## config.mk

```make
export PLATFORM = sky130hd
export DESIGN_NAME = serdes_cr_engine
export DESIGN_NICKNAME = d
export VERILOG_FILES = /design/src/rtl/serdes_cr_pkg.sv /design/src/rtl/cr_gap_timer.sv /design/src/rtl/cr_window.sv /design/src/rtl/serdes_cr_engine.sv
export SDC_FILE = /design/constraint.sdc
export NUM_CORES = 1
export LEC_CHECK = 0
export ABC_AREA = 0
export BUFFER_PORTS_ARGS = -buffer_cell sky130_fd_sc_hd__buf_2
export CORE_MARGIN = 2
export CORE_UTILIZATION = 49
export CTS_CLUSTER_SIZE = 16
export DETAILED_ROUTE_END_ITERATION = 12
export PLACE_DENSITY = 0.75
export SYNTH_ARGS = -nofsm -noshare
export SYNTH_HDL_FRONTEND = slang
export SYNTH_SLANG_ARGS = --single-unit
```

## constraint.sdc

```tcl
create_clock -name clk -period 1.8 [get_ports clk]
set_input_delay 0.18 -clock clk [delete_from_list [all_inputs] [get_ports clk]]
set_output_delay 0.18 -clock clk [all_outputs]
set_load 0.03 [all_outputs]
```

## src/rtl/serdes_cr_pkg.sv

```systemverilog
package serdes_cr_pkg;

    localparam logic [15:0] CR_CTRL_REG = 16'h80a0;
    localparam logic [15:0] CR_ADDR_REG = 16'h80a1;
    localparam logic [15:0] CR_DATA_REG = 16'h80a2;

    localparam int          WIN_AW   = 12;
    localparam int          DEV_W    = 5;
    localparam logic [11:0] PAGE_OFS = 12'h800;

    typedef enum logic [1:0] {
        WN_IDLE,
        WN_PAGE,
        WN_ACC
    } win_st_e;

    typedef enum logic [3:0] {
        SQ_IDLE,
        SQ_POLL,
        SQ_POLL_GAP,
        SQ_ADDR,
        SQ_ADDR_GAP,
        SQ_DATA,
        SQ_DATA_GAP,
        SQ_START,
        SQ_START_GAP,
        SQ_FETCH
    } seq_st_e;

endpackage

```

## src/rtl/cr_gap_timer.sv

```systemverilog
module cr_gap_timer #(
    parameter int CNT_W = 8
) (
    input  logic             clk,
    input  logic             rst_n,
    input  logic             load,
    input  logic [CNT_W-1:0] load_val,
    output logic             zero
);
    logic [CNT_W-1:0] cnt_d, cnt_q;

    always_comb begin
        cnt_d = cnt_q;
        if (load) begin
            cnt_d = load_val;
        end else if (cnt_q != '0) begin
            cnt_d = cnt_q - 1'b1;
        end
    end

    always_ff @(posedge clk) begin
        if (!rst_n) begin
            cnt_q <= '0;
        end else begin
            cnt_q <= cnt_d;
        end
    end

    assign zero = (cnt_q == '0);
endmodule

```

## src/rtl/cr_window.sv

```systemverilog
module cr_window
    import serdes_cr_pkg::*;
#(
    parameter int DATA_W = 16
) (
    input  logic              clk,
    input  logic              rst_n,
    input  logic              start,
    input  logic              wr,
    input  logic [15:0]       reg_addr,
    input  logic [DEV_W-1:0]  dev_id,
    input  logic [DATA_W-1:0] wdata,
    output logic              done,
    output logic [DATA_W-1:0] rdata,
    output logic              bus_valid,
    output logic              bus_write,
    output logic [WIN_AW-1:0] bus_addr,
    output logic [DATA_W-1:0] bus_wdata,
    input  logic              bus_ready,
    input  logic [DATA_W-1:0] bus_rdata,
    output logic              bus_lock
);
    typedef struct packed {
        win_st_e           st;
        logic              wr;
        logic [15:0]       addr;
        logic [DEV_W-1:0]  dev;
        logic [DATA_W-1:0] wdata;
    } win_state_t;

    win_state_t r_d, r_q;
    logic [11:0] page_val;

    assign page_val = {r_q.dev, r_q.addr[15:9]};

    always_comb begin
        r_d       = r_q;
        done      = 1'b0;
        bus_valid = 1'b0;
        bus_write = 1'b0;
        bus_addr  = '0;
        bus_wdata = '0;
        unique case (r_q.st)
            WN_IDLE: begin
                if (start) begin
                    r_d.st    = WN_PAGE;
                    r_d.wr    = wr;
                    r_d.addr  = reg_addr;
                    r_d.dev   = dev_id;
                    r_d.wdata = wdata;
                end
            end
            WN_PAGE: begin
                bus_valid = 1'b1;
                bus_write = 1'b1;
                bus_addr  = PAGE_OFS;
                bus_wdata = DATA_W'(page_val);
                if (bus_ready) r_d.st = WN_ACC;
            end
            WN_ACC: begin
                bus_valid = 1'b1;
                bus_write = r_q.wr;
                bus_addr  = {1'b0, r_q.addr[8:0], 2'b00};
                bus_wdata = r_q.wdata;
                if (bus_ready) begin
                    done   = 1'b1;
                    r_d.st = WN_IDLE;
                end
            end
            default: r_d.st = WN_IDLE;
        endcase
    end

    always_ff @(posedge clk) begin
        if (!rst_n) begin
            r_q <= '{st: WN_IDLE, wr: 1'b0, addr: '0, dev: '0, wdata: '0};
        end else begin
            r_q <= r_d;
        end
    end

    assign rdata    = bus_rdata;
    assign bus_lock = (r_q.st != WN_IDLE);
endmodule

```

## src/rtl/serdes_cr_engine.sv

```systemverilog
module serdes_cr_engine
    import serdes_cr_pkg::*;
#(
    parameter int DATA_W       = 16,
    parameter int ADDR_GAP_CYC = 3125,
    parameter int POLL_GAP_CYC = 625,
    parameter int POLL_LIMIT   = 1000
) (
    input  logic              clk,
    input  logic              rst_n,
    input  logic              req_valid,
    input  logic              req_write,
    input  logic [15:0]       req_addr,
    input  logic [DATA_W-1:0] req_wdata,
    input  logic [4:0]        req_dev,
    output logic              req_ack,
    output logic              req_err,
    output logic [DATA_W-1:0] req_rdata,
    output logic              bus_valid,
    output logic              bus_write,
    output logic [11:0]       bus_addr,
    output logic [DATA_W-1:0] bus_wdata,
    input  logic              bus_ready,
    input  logic [DATA_W-1:0] bus_rdata,
    output logic              bus_lock
);
    localparam int MAX_GAP = (ADDR_GAP_CYC > POLL_GAP_CYC) ? ADDR_GAP_CYC : POLL_GAP_CYC;
    localparam int TW      = (MAX_GAP < 1) ? 1 : $clog2(MAX_GAP + 1);
    localparam int PW      = $clog2(POLL_LIMIT + 1);

    typedef struct packed {
        seq_st_e           st;
        logic              second;
        logic              issued;
        logic              wr;
        logic [15:0]       addr;
        logic [DEV_W-1:0]  dev;
        logic [DATA_W-1:0] wdata;
        logic [PW-1:0]     poll_cnt;
        logic              ack;
        logic              err;
        logic [DATA_W-1:0] rdata;
    } seq_state_t;

    seq_state_t r_d, r_q;

    logic              win_start, win_wr, win_done;
    logic [15:0]       win_addr;
    logic [DATA_W-1:0] win_wdata, win_rdata;
    logic              tmr_load, tmr_zero;
    logic [TW-1:0]     tmr_val;
    logic              issue_st;

    always_comb begin
        r_d       = r_q;
        r_d.ack   = 1'b0;
        win_wr    = 1'b0;
        win_addr  = CR_CTRL_REG;
        win_wdata = '0;
        tmr_load  = 1'b0;
        tmr_val   = '0;
        issue_st  = 1'b0;

        unique case (r_q.st)
            SQ_POLL:  begin issue_st = 1'b1; end
            SQ_ADDR:  begin issue_st = 1'b1; win_wr = 1'b1; win_addr = CR_ADDR_REG; win_wdata = DATA_W'(r_q.addr); end
            SQ_DATA:  begin issue_st = 1'b1; win_wr = 1'b1; win_addr = CR_DATA_REG; win_wdata = r_q.wdata; end
            SQ_START: begin issue_st = 1'b1; win_wr = 1'b1; win_wdata = r_q.wr ? DATA_W'(3) : DATA_W'(1); end
            SQ_FETCH: begin issue_st = 1'b1; win_addr = CR_DATA_REG; end
            default: ;
        endcase

        win_start = issue_st && !r_q.issued;
        if (win_start) r_d.issued = 1'b1;
        if (win_done)  r_d.issued = 1'b0;

        unique case (r_q.st)
            SQ_IDLE: begin
                if (req_valid) begin
                    r_d.st       = SQ_POLL;
                    r_d.second   = 1'b0;
                    r_d.wr       = req_write;
                    r_d.addr     = req_addr;
                    r_d.dev      = req_dev;
                    r_d.wdata    = req_wdata;
                    r_d.poll_cnt = '0;
                end
            end
            SQ_POLL: begin
                if (win_done) begin
                    if (!win_rdata[0]) begin
                        r_d.poll_cnt = '0;
                        r_d.st       = r_q.second ? SQ_FETCH : SQ_ADDR;
                    end else if (r_q.poll_cnt == PW'(POLL_LIMIT - 1)) begin
                        r_d.st    = SQ_IDLE;
                        r_d.ack   = 1'b1;
                        r_d.err   = 1'b1;
                        r_d.rdata = '0;
                    end else begin
                        r_d.poll_cnt = r_q.poll_cnt + 1'b1;
                        r_d.st       = SQ_POLL_GAP;
                        tmr_load     = 1'b1;
                        tmr_val      = TW'(POLL_GAP_CYC);
                    end
                end
            end
            SQ_POLL_GAP: if (tmr_zero) r_d.st = SQ_POLL;
            SQ_ADDR: begin
                if (win_done) begin
                    r_d.st   = SQ_ADDR_GAP;
                    tmr_load = 1'b1;
                    tmr_val  = TW'(ADDR_GAP_CYC);
                end
            end
            SQ_ADDR_GAP: if (tmr_zero) r_d.st = r_q.wr ? SQ_DATA : SQ_START;
            SQ_DATA: begin
                if (win_done) begin
                    r_d.st   = SQ_DATA_GAP;
                    tmr_load = 1'b1;
                    tmr_val  = TW'(ADDR_GAP_CYC);
                end
            end
            SQ_DATA_GAP: if (tmr_zero) r_d.st = SQ_START;
            SQ_START: begin
                if (win_done) begin
                    if (r_q.wr) begin
                        r_d.st    = SQ_IDLE;
                        r_d.ack   = 1'b1;
                        r_d.err   = 1'b0;
                        r_d.rdata = '0;
                    end else begin
                        r_d.st   = SQ_START_GAP;
                        tmr_load = 1'b1;
                        tmr_val  = TW'(ADDR_GAP_CYC);
                    end
                end
            end
            SQ_START_GAP: begin
                if (tmr_zero) begin
                    r_d.st     = SQ_POLL;
                    r_d.second = 1'b1;
                end
            end
            SQ_FETCH: begin
                if (win_done) begin
                    r_d.st    = SQ_IDLE;
                    r_d.ack   = 1'b1;
                    r_d.err   = 1'b0;
                    r_d.rdata = win_rdata;
                end
            end
            default: r_d.st = SQ_IDLE;
        endcase
    end

    always_ff @(posedge clk) begin
        if (!rst_n) begin
            r_q <= '{st: SQ_IDLE, second: 1'b0, issued: 1'b0, wr: 1'b0, addr: '0,
                     dev: '0, wdata: '0, poll_cnt: '0, ack: 1'b0, err: 1'b0, rdata: '0};
        end else begin
            r_q <= r_d;
        end
    end

    cr_window #(.DATA_W(DATA_W)) u_win (
        .clk       (clk),
        .rst_n     (rst_n),
        .start     (win_start),
        .wr        (win_wr),
        .reg_addr  (win_addr),
        .dev_id    (r_q.dev),
        .wdata     (win_wdata),
        .done      (win_done),
        .rdata     (win_rdata),
        .bus_valid (bus_valid),
        .bus_write (bus_write),
        .bus_addr  (bus_addr),
        .bus_wdata (bus_wdata),
        .bus_ready (bus_ready),
        .bus_rdata (bus_rdata),
        .bus_lock  (bus_lock)
    );

    cr_gap_timer #(.CNT_W(TW)) u_tmr (
        .clk      (clk),
        .rst_n    (rst_n),
        .load     (tmr_load),
        .load_val (tmr_val),
        .zero     (tmr_zero)
    );

    assign req_ack   = r_q.ack;
    assign req_err   = r_q.err;
    assign req_rdata = r_q.rdata;
endmodule

```

==> qor.csv, run 1 <==
metric;value;unit
status;complete, but fails checks;
failing checks;setup timing;
number of placed instances, taps included;845;
PwrDens;1360;mW/mm^2
Wirelength per Cell;15.9;um
final max-slew violation count;0;
clk slew on worst S/H paths;100;ps
area post-placement;0.00596;sq mm
GP Congestion;0.902;
EDFF count, synth;0;
DRT Wirelength;13900;um
fin crit period;1870;ps
Buffers on Ports;99;
CP Launch Type;register;
Worst Hold Class;in2reg;
die height;107;um
commonest non-fill, non-tap cell in the layout;nand2_1;
Lkg Pwr;2.59;nW
Num CTS Buffers;9;
setup_tns;-434;ps
hold slack;24.9;ps
GR Overflow Total;0;
pin count of the biggest net entering global routing;64;
die footprint;0.0114;sq mm
Crit-path slowest cell;or4b_4;
post-route setup slack;-70.4;ps
#FFs+latches synth;111;
CTS sink count;111;
CP Class;reg2reg;
# DRC;0;
Core Util, Final;0.663;
CTS tree;yes;
number of global-route vias before repair;4527;
fin crit share;1.04;
root buffer cell;clkbuf_8;
drt pass-1 iters;5;
ANT cells;0;
RSZ-0062 raised after global routing;true;
final layout net count;795;
Finished Layout Cells;872;
Ys Warns;0;
worst path cell trace;inv_2, ha_4, or4b_4, nor3_4, buf_6, buf_6, a21oi_1, o21a_1;
reg2reg setup slack;-70;ps
Max FO, Critical Path;6;
layout cells sized above 1;0.352;
remaining antenna violation count after routing;0;
fin area;0.00682;sq mm
Syn Std Cell Area;0.00517;sq mm
Primary FF master, synth;dfxtp_1;
first-pass GRT wire length;21600;um
Worst path max stage delay;490;ps
MaxCap Viol Count;0;
CP required;2070;ps
final hold vios;0;
Setup crit end kind;register;
syn_area_per_cell;8.24;sq um
Die Wd;107;um
area delta synth->final;31.9;%
register area share after synthesis;0.430;
DR iter-0 viols;369;
fillers;819;
vias after detailed routing;4913;
GRT Resource Usage Total;0.232;
fmax;535;MHz
area of the core;0.0103;sq mm
max_slew headroom;0.639;
Clock Latency Late Sink;370;ps
# rows;37;
initial antenna violation count;0;
clk_skew;11.7;ps
most frequent cells in the layout;nand2_1, dfxtp_1, buf_2;
fraction of registers with async set/reset;0;
Post-CTS Hold Buffers;0;
Mapped Cells;627;
Initial Utilization;0.503;
Bufs on Longest Clock Path;2;
synth unique cells;59;
HPWL after detailed placement;9170;um
total number of H-tree levels;3;
crit-path most repeated cell;buf_6;
CP Data Arrival Time;2140;ps
DR vias/cell;5.63;
Ports;107;
endpoints failing setup;13;
peak supply drop;0.000677;V
Worst Tran Pin Value;533;ps
what timing repair did:
action / CTS / global route
endpoints found under the setup margin: 57 / 115
gates resized for setup: 83 / 57
setup buffers: 5 / 4
pin swaps: 17 / 11
gates cloned: 4 / 1
cell type report:
cell class / count / area, sq um / share of cell area
Sequential cell: 111 / 2230 / 0.328
Multi-Input combinational cell: 439 / 2920 / 0.429
Clock inverter: 6 / 95.1 / 0.0140
Timing Repair Buffer: 161 / 1220 / 0.179
Inverter: 9 / 33.8 / 0.00496
Tap cell: 136 / 170 / 0.0250
Clock buffer: 10 / 138 / 0.0202
flip-flops by register name, indices dropped and copies added, names as in the netlist:
name and flops:
req_ack 1, req_err 1, u_win.page_val 5, u_win.r_q 22
req_rdata 16, r_q 54, u_tmr.cnt_q 12
layer usage:
layer  vias to the layer above  wire length (um)  global-route usage  share of wire
li1                       2430                 -                   -              -
met1                      2333              6480               0.330           0.47
met2                       136              6540               0.366           0.47
met3                        14               680              0.0389          0.049
met4                         0               146              0.0622          0.011
met5                         -                 0                   0              0
cells by family after synthesis:
| group | count (synthesis) | synth area share |
|---|---|---|
| multiplexers | 3 | 0.00581 |
| AND/OR/NAND/NOR | 247 | 0.244 |
| XOR/XNOR | 6 | 0.0102 |
| other | 1 | 0.000726 |
| buffers and inverters | 84 | 0.0828 |
| AO/OA/AOI/OAI | 169 | 0.212 |
| adder cells (fa/ha/maj) | 6 | 0.0145 |
| flip-flops | 111 | 0.430 |
power by group:
part           switching (W)  internal (W)
combinational        0.00235       0.00204
clock               0.000853      0.000832
sequential          0.000316       0.00286
total                0.00352       0.00574
through the flow:
| stage | setup slack [ps] | total power [W] |
|---|---|---|
| CTS | -89.5 | 0.00886 |
| global route | -139 | 0.00982 |
| global placement | -35.1 | 0.00646 |
| finish | -70.4 | 0.00925 |
| detailed placement | -130 | 0.00661 |
| floorplan | -38.4 | 0.00547 |
critical path: cells and delay by family (launching register included):
kind                     cells  cell delay, ps
flip-flops                   1             340
buffers and inverters        3             330
AO/OA/AOI/OAI                2             220
AND/OR/NAND/NOR              2             750
adder cells (fa/ha/maj)      1             120
Yosys cell counts (11+ instances only):
cell type	n	share of area
clkbuf_1	37	0.027
a21oi_1	83	0.080
a22oi_1	20	0.029
nand2_1	122	0.089
nand3_1	11	0.011
or4_1	12	0.017
nor2_1	13	0.0094
dfxtp_1	111	0.43
or3_1	22	0.027
buf_4	25	0.036
a32o_1	16	0.031
and3_1	18	0.022
final timing paths:
path | startpoint | depth (start not counted) | end
max | u_tmr.cnt_q[0] | 8 | u_tmr.cnt_q[5]
min | bus_rdata[5] | 2 | req_rdata[5]
max reg2reg | u_tmr.cnt_q[0] | 8 | u_tmr.cnt_q[5]
min reg2reg | r_q[47] | 2 | u_win.page_val[10]
Note: power is estimated with default switching activity, not from simulation.
==> run 2, diff against run 1 <==
--- a/config.mk
+++ b/config.mk
@@ -6,12 +6,13 @@
 export NUM_CORES = 1
 export LEC_CHECK = 0
 export ABC_AREA = 0
+export ABC_CLOCK_PERIOD_IN_PS = 1800
 export BUFFER_PORTS_ARGS = -buffer_cell sky130_fd_sc_hd__buf_2
 export CORE_MARGIN = 2
 export CORE_UTILIZATION = 49
 export CTS_CLUSTER_SIZE = 16
 export DETAILED_ROUTE_END_ITERATION = 12
-export PLACE_DENSITY = 0.75
+export PLACE_DENSITY = 0.77
 export SYNTH_ARGS = -nofsm -noshare
 export SYNTH_HDL_FRONTEND = slang
 export SYNTH_SLANG_ARGS = --single-unit
==> run 2 against run 1 <==
  * The run still ends with setup timing left
  * Maximum frequency shrank 2.0%
  * Count of clock-buffer cells in the layout decreased by 1
  * Register-to-register slack lost 40 ps
  * Sequential cell count is the same
  * Cell count increased by 0.34%
  * First-iteration DRC count increased by 3.3%
  * Die area did not move
  * Non-clock buffer count up 4
  * Sequential share of layout area up 0.84 points
  * Combinational power is 6.4% lower
  * Critical path type unchanged
==> qor.csv, run 2 (same netlist as run 1, synthesis figures left out) <==
metric;value;unit
Top reg by flops;r_q;
ANT cells;0;
commonest non-fill, non-tap cell in the layout;nand2_1;
area post-placement;0.00598;sq mm
final max-slew violation count;0;
layout cells sized above 1;0.318;
remaining antenna violation count after routing;0;
pin count of the biggest net entering global routing;64;
CTS tree;yes;
Max FO, Critical Path;8;
Setup crit end kind;register;
Initial Utilization;0.503;
area of the core;0.0103;sq mm
number of global-route vias before repair;4550;
setup_tns;-695;ps
final hold vios;0;
fmax;524;MHz
# DRC;0;
Hold Crit Depth;2;
Worst Tran Pin Value;523;ps
Num CTS Buffers;9;
max_slew headroom;0.646;
initial antenna violation count;0;
Ports;107;
GRT Resource Usage Total;0.232;
Wirelength per Cell;15.6;um
total power;0.00889;W
PwrDens;1340;mW/mm^2
reg2reg setup slack;-110;ps
fin crit share;1.06;
root buffer cell;clkbuf_8;
DR vias/cell;5.68;
fillers;870;
most frequent cells in the layout;nand2_1, dfxtp_1, a21oi_1;
fin area;0.00663;sq mm
CP Class;reg2reg;
Bufs on Longest Clock Path;2;
FF-to-FF path depth;5;
CP Launch Type;register;
HPWL after detailed placement;9090;um
peak supply drop;0.000665;V
worst slack at placement;-103;ps
endpoints failing setup;24;
first-pass GRT wire length;21600;um
Buffers on Ports;99;
clk_skew;12.5;ps
CP Data Arrival Time;2230;ps
Lkg Pwr;2.55;nW
# rows;37;
GR Overflow Total;0;
Largest register FFs;54;
area delta synth->final;28.3;%
DR iter-0 viols;381;
die height;107;um
drt pass-1 iters;5;
Clock Latency Late Sink;380;ps
Crit-path slowest cell;or4_1;
status;complete, but fails checks;
GP Congestion;0.829;
post-route setup slack;-109;ps
RSZ-0062 raised after global routing;true;
die footprint;0.0114;sq mm
failing checks;setup timing;
total number of H-tree levels;3;
Die Wd;107;um
MaxCap Viol Count;0;
worst path cell trace;or3_1, a221o_2, buf_6, or4_1, a21oi_2;
final layout net count;798;
vias after detailed routing;4969;
fin crit period;1910;ps
clk slew on worst S/H paths;110;ps
Worst path max stage delay;430;ps
DRT Wirelength;13600;um
CTS sink count;111;
Worst Hold Class;in2reg;
Core Util, Final;0.645;
CP required;2120;ps
-- run 2: changes by cell type in the layout (fill, tap and decap cells not counted), sizes merged --
cell	before	now
clkbuf	11	9
dlygate4sd3	0	4
inv	9	14
clkinv	4	0
clkinvlp	0	1
a221o	3	2
bufinv	2	1
buf	160	161
-- run 2: timing repair --
action                                  CTS  global route
endpoints found under the setup margin   53            98
pin swaps                                 7             9
setup buffers                             3             2
cloned                                    4             0
hold buffers                              1             3
resized for setup                        72            25
hold endpoints to repair                  1             3
-- run 2: metrics by stage --
step	hold WS, ps	cells
after floorplan	306	633
after global placement	390	846
after detailed placement	396	846
after CTS	0.748	870
after global routing	0.543	875
final	10.8	875
-- run 2: metal layers --
metal	part of all wire	track usage
met1	0.46	0.330
met2	0.47	0.373
met3	0.064	0.0334
met4	0.011	0.0584
met5	0	0
-- run 2: final timing paths --
check / end / from
max: r_q[23] / r_q[71]
min: req_rdata[4] / bus_rdata[4]
max reg2reg: r_q[23] / r_q[71]
min reg2reg: u_win.page_val[9] / r_q[46]
-- run 2: worst max-delay path: cells and delay by family, from the launching register on --
family          cells  cell delay (ps)
compound gates      2              540
buf+inv             1              160
flops               1              330
simple gates        2              820
-- run 2: power breakdown --
group,internal [W],switching [W],total (W)
sequential,0.00286,0.000274,0.00313
combinational,0.00187,0.00224,0.00411
clock,0.000697,0.000954,0.00165
-- run 2: area by class of cell --
| class | instances | area [sq um] | share of cell area |
|---|---|---|---|
| multi-input combinational | 438 | 2760 | 0.415 |
| timing repair buffer | 165 | 1220 | 0.184 |
| clock inverter | 7 | 96.3 | 0.0145 |
| sequential | 111 | 2230 | 0.336 |
| inverter | 9 | 33.8 | 0.00509 |
| clock buffer | 9 | 124 | 0.0187 |
| tap | 136 | 170 | 0.0257 |
==> run 3, diff against run 2 <==
--- a/config.mk
+++ b/config.mk
@@ -6,13 +6,13 @@
 export NUM_CORES = 1
 export LEC_CHECK = 0
 export ABC_AREA = 0
-export ABC_CLOCK_PERIOD_IN_PS = 1800
+export ABC_CLOCK_PERIOD_IN_PS = 2000
 export BUFFER_PORTS_ARGS = -buffer_cell sky130_fd_sc_hd__buf_2
 export CORE_MARGIN = 2
-export CORE_UTILIZATION = 49
+export CORE_UTILIZATION = 55
 export CTS_CLUSTER_SIZE = 16
 export DETAILED_ROUTE_END_ITERATION = 12
-export PLACE_DENSITY = 0.77
+export PLACE_DENSITY = 0.82
 export SYNTH_ARGS = -nofsm -noshare
 export SYNTH_HDL_FRONTEND = slang
 export SYNTH_SLANG_ARGS = --single-unit
==> constraint.sdc (replaced) <==
create_clock -name clk -period 2 [get_ports clk]
set_input_delay 0.2 -clock clk [delete_from_list [all_inputs] [get_ports clk]]
set_output_delay 0.2 -clock clk [all_outputs]
set_load 0.03 [all_outputs]
==> run 3 against run 2 <==
  * The run still ends with setup timing left
  * Worst setup slack improved by 75 ps
  * Sequential power is 8.6% lower
  * Largest power group unchanged
  * Combinational power fell by 24%
  * Critical endpoint is now req_err
  * First-iteration DRC count decreased by 13%
  * Cell area shrank 8.8%
==> qor.csv, run 3 (same netlist as run 1, synthesis figures left out) <==
metric;value;unit
MaxCap Viol Count;0;
clk slew on worst S/H paths;110;ps
setup_tns;-78.5;ps
worst path cell trace;buf_4, nor4b_1, buf_4, nand3_1, nor3_1, a31o_1;
commonest non-fill, non-tap cell in the layout;nand2_1;
DR vias/cell;5.92;
Worst Tran Pin Value;662;ps
Worst Hold Class;in2reg;
number of global-route vias before repair;4362;
Worst path max stage delay;470;ps
number of placed instances, taps included;792;
family with the most delay on the worst path;simple AND/OR/NAND/NOR gates;
fillers;766;
total number of H-tree levels;3;
Bufs on Longest Clock Path;2;
peak supply drop;0.000516;V
ANT cells;0;
post-route setup slack;-34.3;ps
initial antenna violation count;0;
CP Launch Type;register;
final max-slew violation count;0;
DR iter-0 viols;330;
root buffer cell;clkbuf_8;
status;complete, but fails checks;
fmax;492;MHz
layout cells sized above 1;0.251;
die footprint;0.0102;sq mm
CP required;2330;ps
Num CTS Buffers;9;
DRT Wirelength;13000;um
Top reg by flops;r_q;
GRT Resource Usage Total;0.247;
drt pass-1 iters;5;
Lkg Pwr;2.37;nW
fin crit share;1.02;
Max FO, Critical Path;10;
Core Util, Final;0.658;
max_slew headroom;0.554;
Wirelength per Cell;15.9;um
area of the core;0.00920;sq mm
first-pass GRT wire length;20400;um
CP Class;reg2reg;
Initial Utilization;0.562;
worst slack at placement;-83.8;ps
HPWL after detailed placement;8340;um
Clock Latency Late Sink;390;ps
GP Congestion;0.855;
final layout net count;765;
pin count of the biggest net entering global routing;67;
CTS tree;yes;
endpoints failing setup;6;
Ports;107;
Post-CTS Hold Buffers;0;
crit-path most repeated cell;buf_4;
Setup crit end kind;register;
Largest register FFs;54;
die height;101;um
Crit-path slowest cell;nor4b_1;
GR Overflow Total;0;
failing checks;setup timing;
Buf/Inv on CP;2;
Buffers on Ports;99;
vias after detailed routing;4839;
area post-placement;0.00564;sq mm
fin area;0.00605;sq mm
fin crit period;2030;ps
most frequent cells in the layout;nand2_1, dfxtp_1, buf_2;
clk_skew;17.4;ps
remaining antenna violation count after routing;0;
# DRC;0;
PwrDens;1230;mW/mm^2
CP Data Arrival Time;2370;ps
Die Wd;101;um
Finished Layout Cells;817;
# rows;35;
final hold vios;0;
area delta synth->final;17.1;%
CTS sink count;111;
run 3: cell types whose count changed in the layout (fill, tap and decap cells not counted), moves of 3 or more:
| cell | previous run | this run |
|---|---|---|
| buf_4 | 54 | 27 |
| dfxtp_2 | 7 | 2 |
| dlygate4sd3_1 | 4 | 0 |
| and3_4 | 13 | 0 |
| buf_12 | 7 | 3 |
| buf_6 | 22 | 0 |
| clkinv_8 | 0 | 3 |
| buf_2 | 78 | 99 |
| and3_1 | 5 | 18 |
| o31ai_1 | 6 | 9 |
| dfxtp_1 | 104 | 108 |
run 3: path summary, 6_finish.rpt:
check	start	end	slack [ps]	depth (start not counted)
setup / recovery	r_q[71]	req_err	-30	6
hold / removal	bus_rdata[12]	req_rdata[12]	20	2
setup reg to reg	r_q[71]	req_err	-30	6
hold reg to reg	r_q[47]	u_win.page_val[10]	450	2
run 3: final cells by class:
cell class / instances / area (sq um) / area share
Tap cell: 111 / 139 / 0.0230
Inverter: 9 / 33.8 / 0.00558
Timing Repair Buffer: 129 / 758 / 0.125
Clock inverter: 7 / 104 / 0.0172
Sequential cell: 111 / 2230 / 0.368
Multi-Input combinational cell: 441 / 2660 / 0.440
Clock buffer: 9 / 124 / 0.0205
run 3: where the power goes:
part           switching [W]  leakage (nW)  total, W  internal [W]
clock network       0.000840         0.114   0.00146      0.000622
logic                0.00187          1.35   0.00311       0.00125
registers           0.000290         0.904   0.00286       0.00257
total                0.00300          2.37   0.00743       0.00444
run 3: timing repair:
item,4_1_cts,5_1_grt
setup endpoints to repair,44,78
gates cloned,0,3
resized for setup,5,26
setup buffers,0,6
pin swaps,1,8
run 3: worst reg2reg max path: cells and delay by family, from the launching register on:
kind            cells  cell delay (ps)
simple gates        3             1020
compound gates      1              160
buf+inv             2              440
flops               1              380
run 3: stage by stage:
stage	hold WS [ps]	total power [W]
after global placement	410	0.00553
after floorplan	326	0.00487
after global routing	17.5	0.00791
final	17.4	0.00743
after CTS	19.1	0.00713
after detailed placement	418	0.00564
run 3: per-layer routing:
metal	GRT usage	up-vias	part of all wire
li1	-	2378	-
met2	0.384	183	0.46
met1	0.354	2257	0.46
met5	0	-	0
met3	0.0395	21	0.067
met4	0.0738	0	0.013
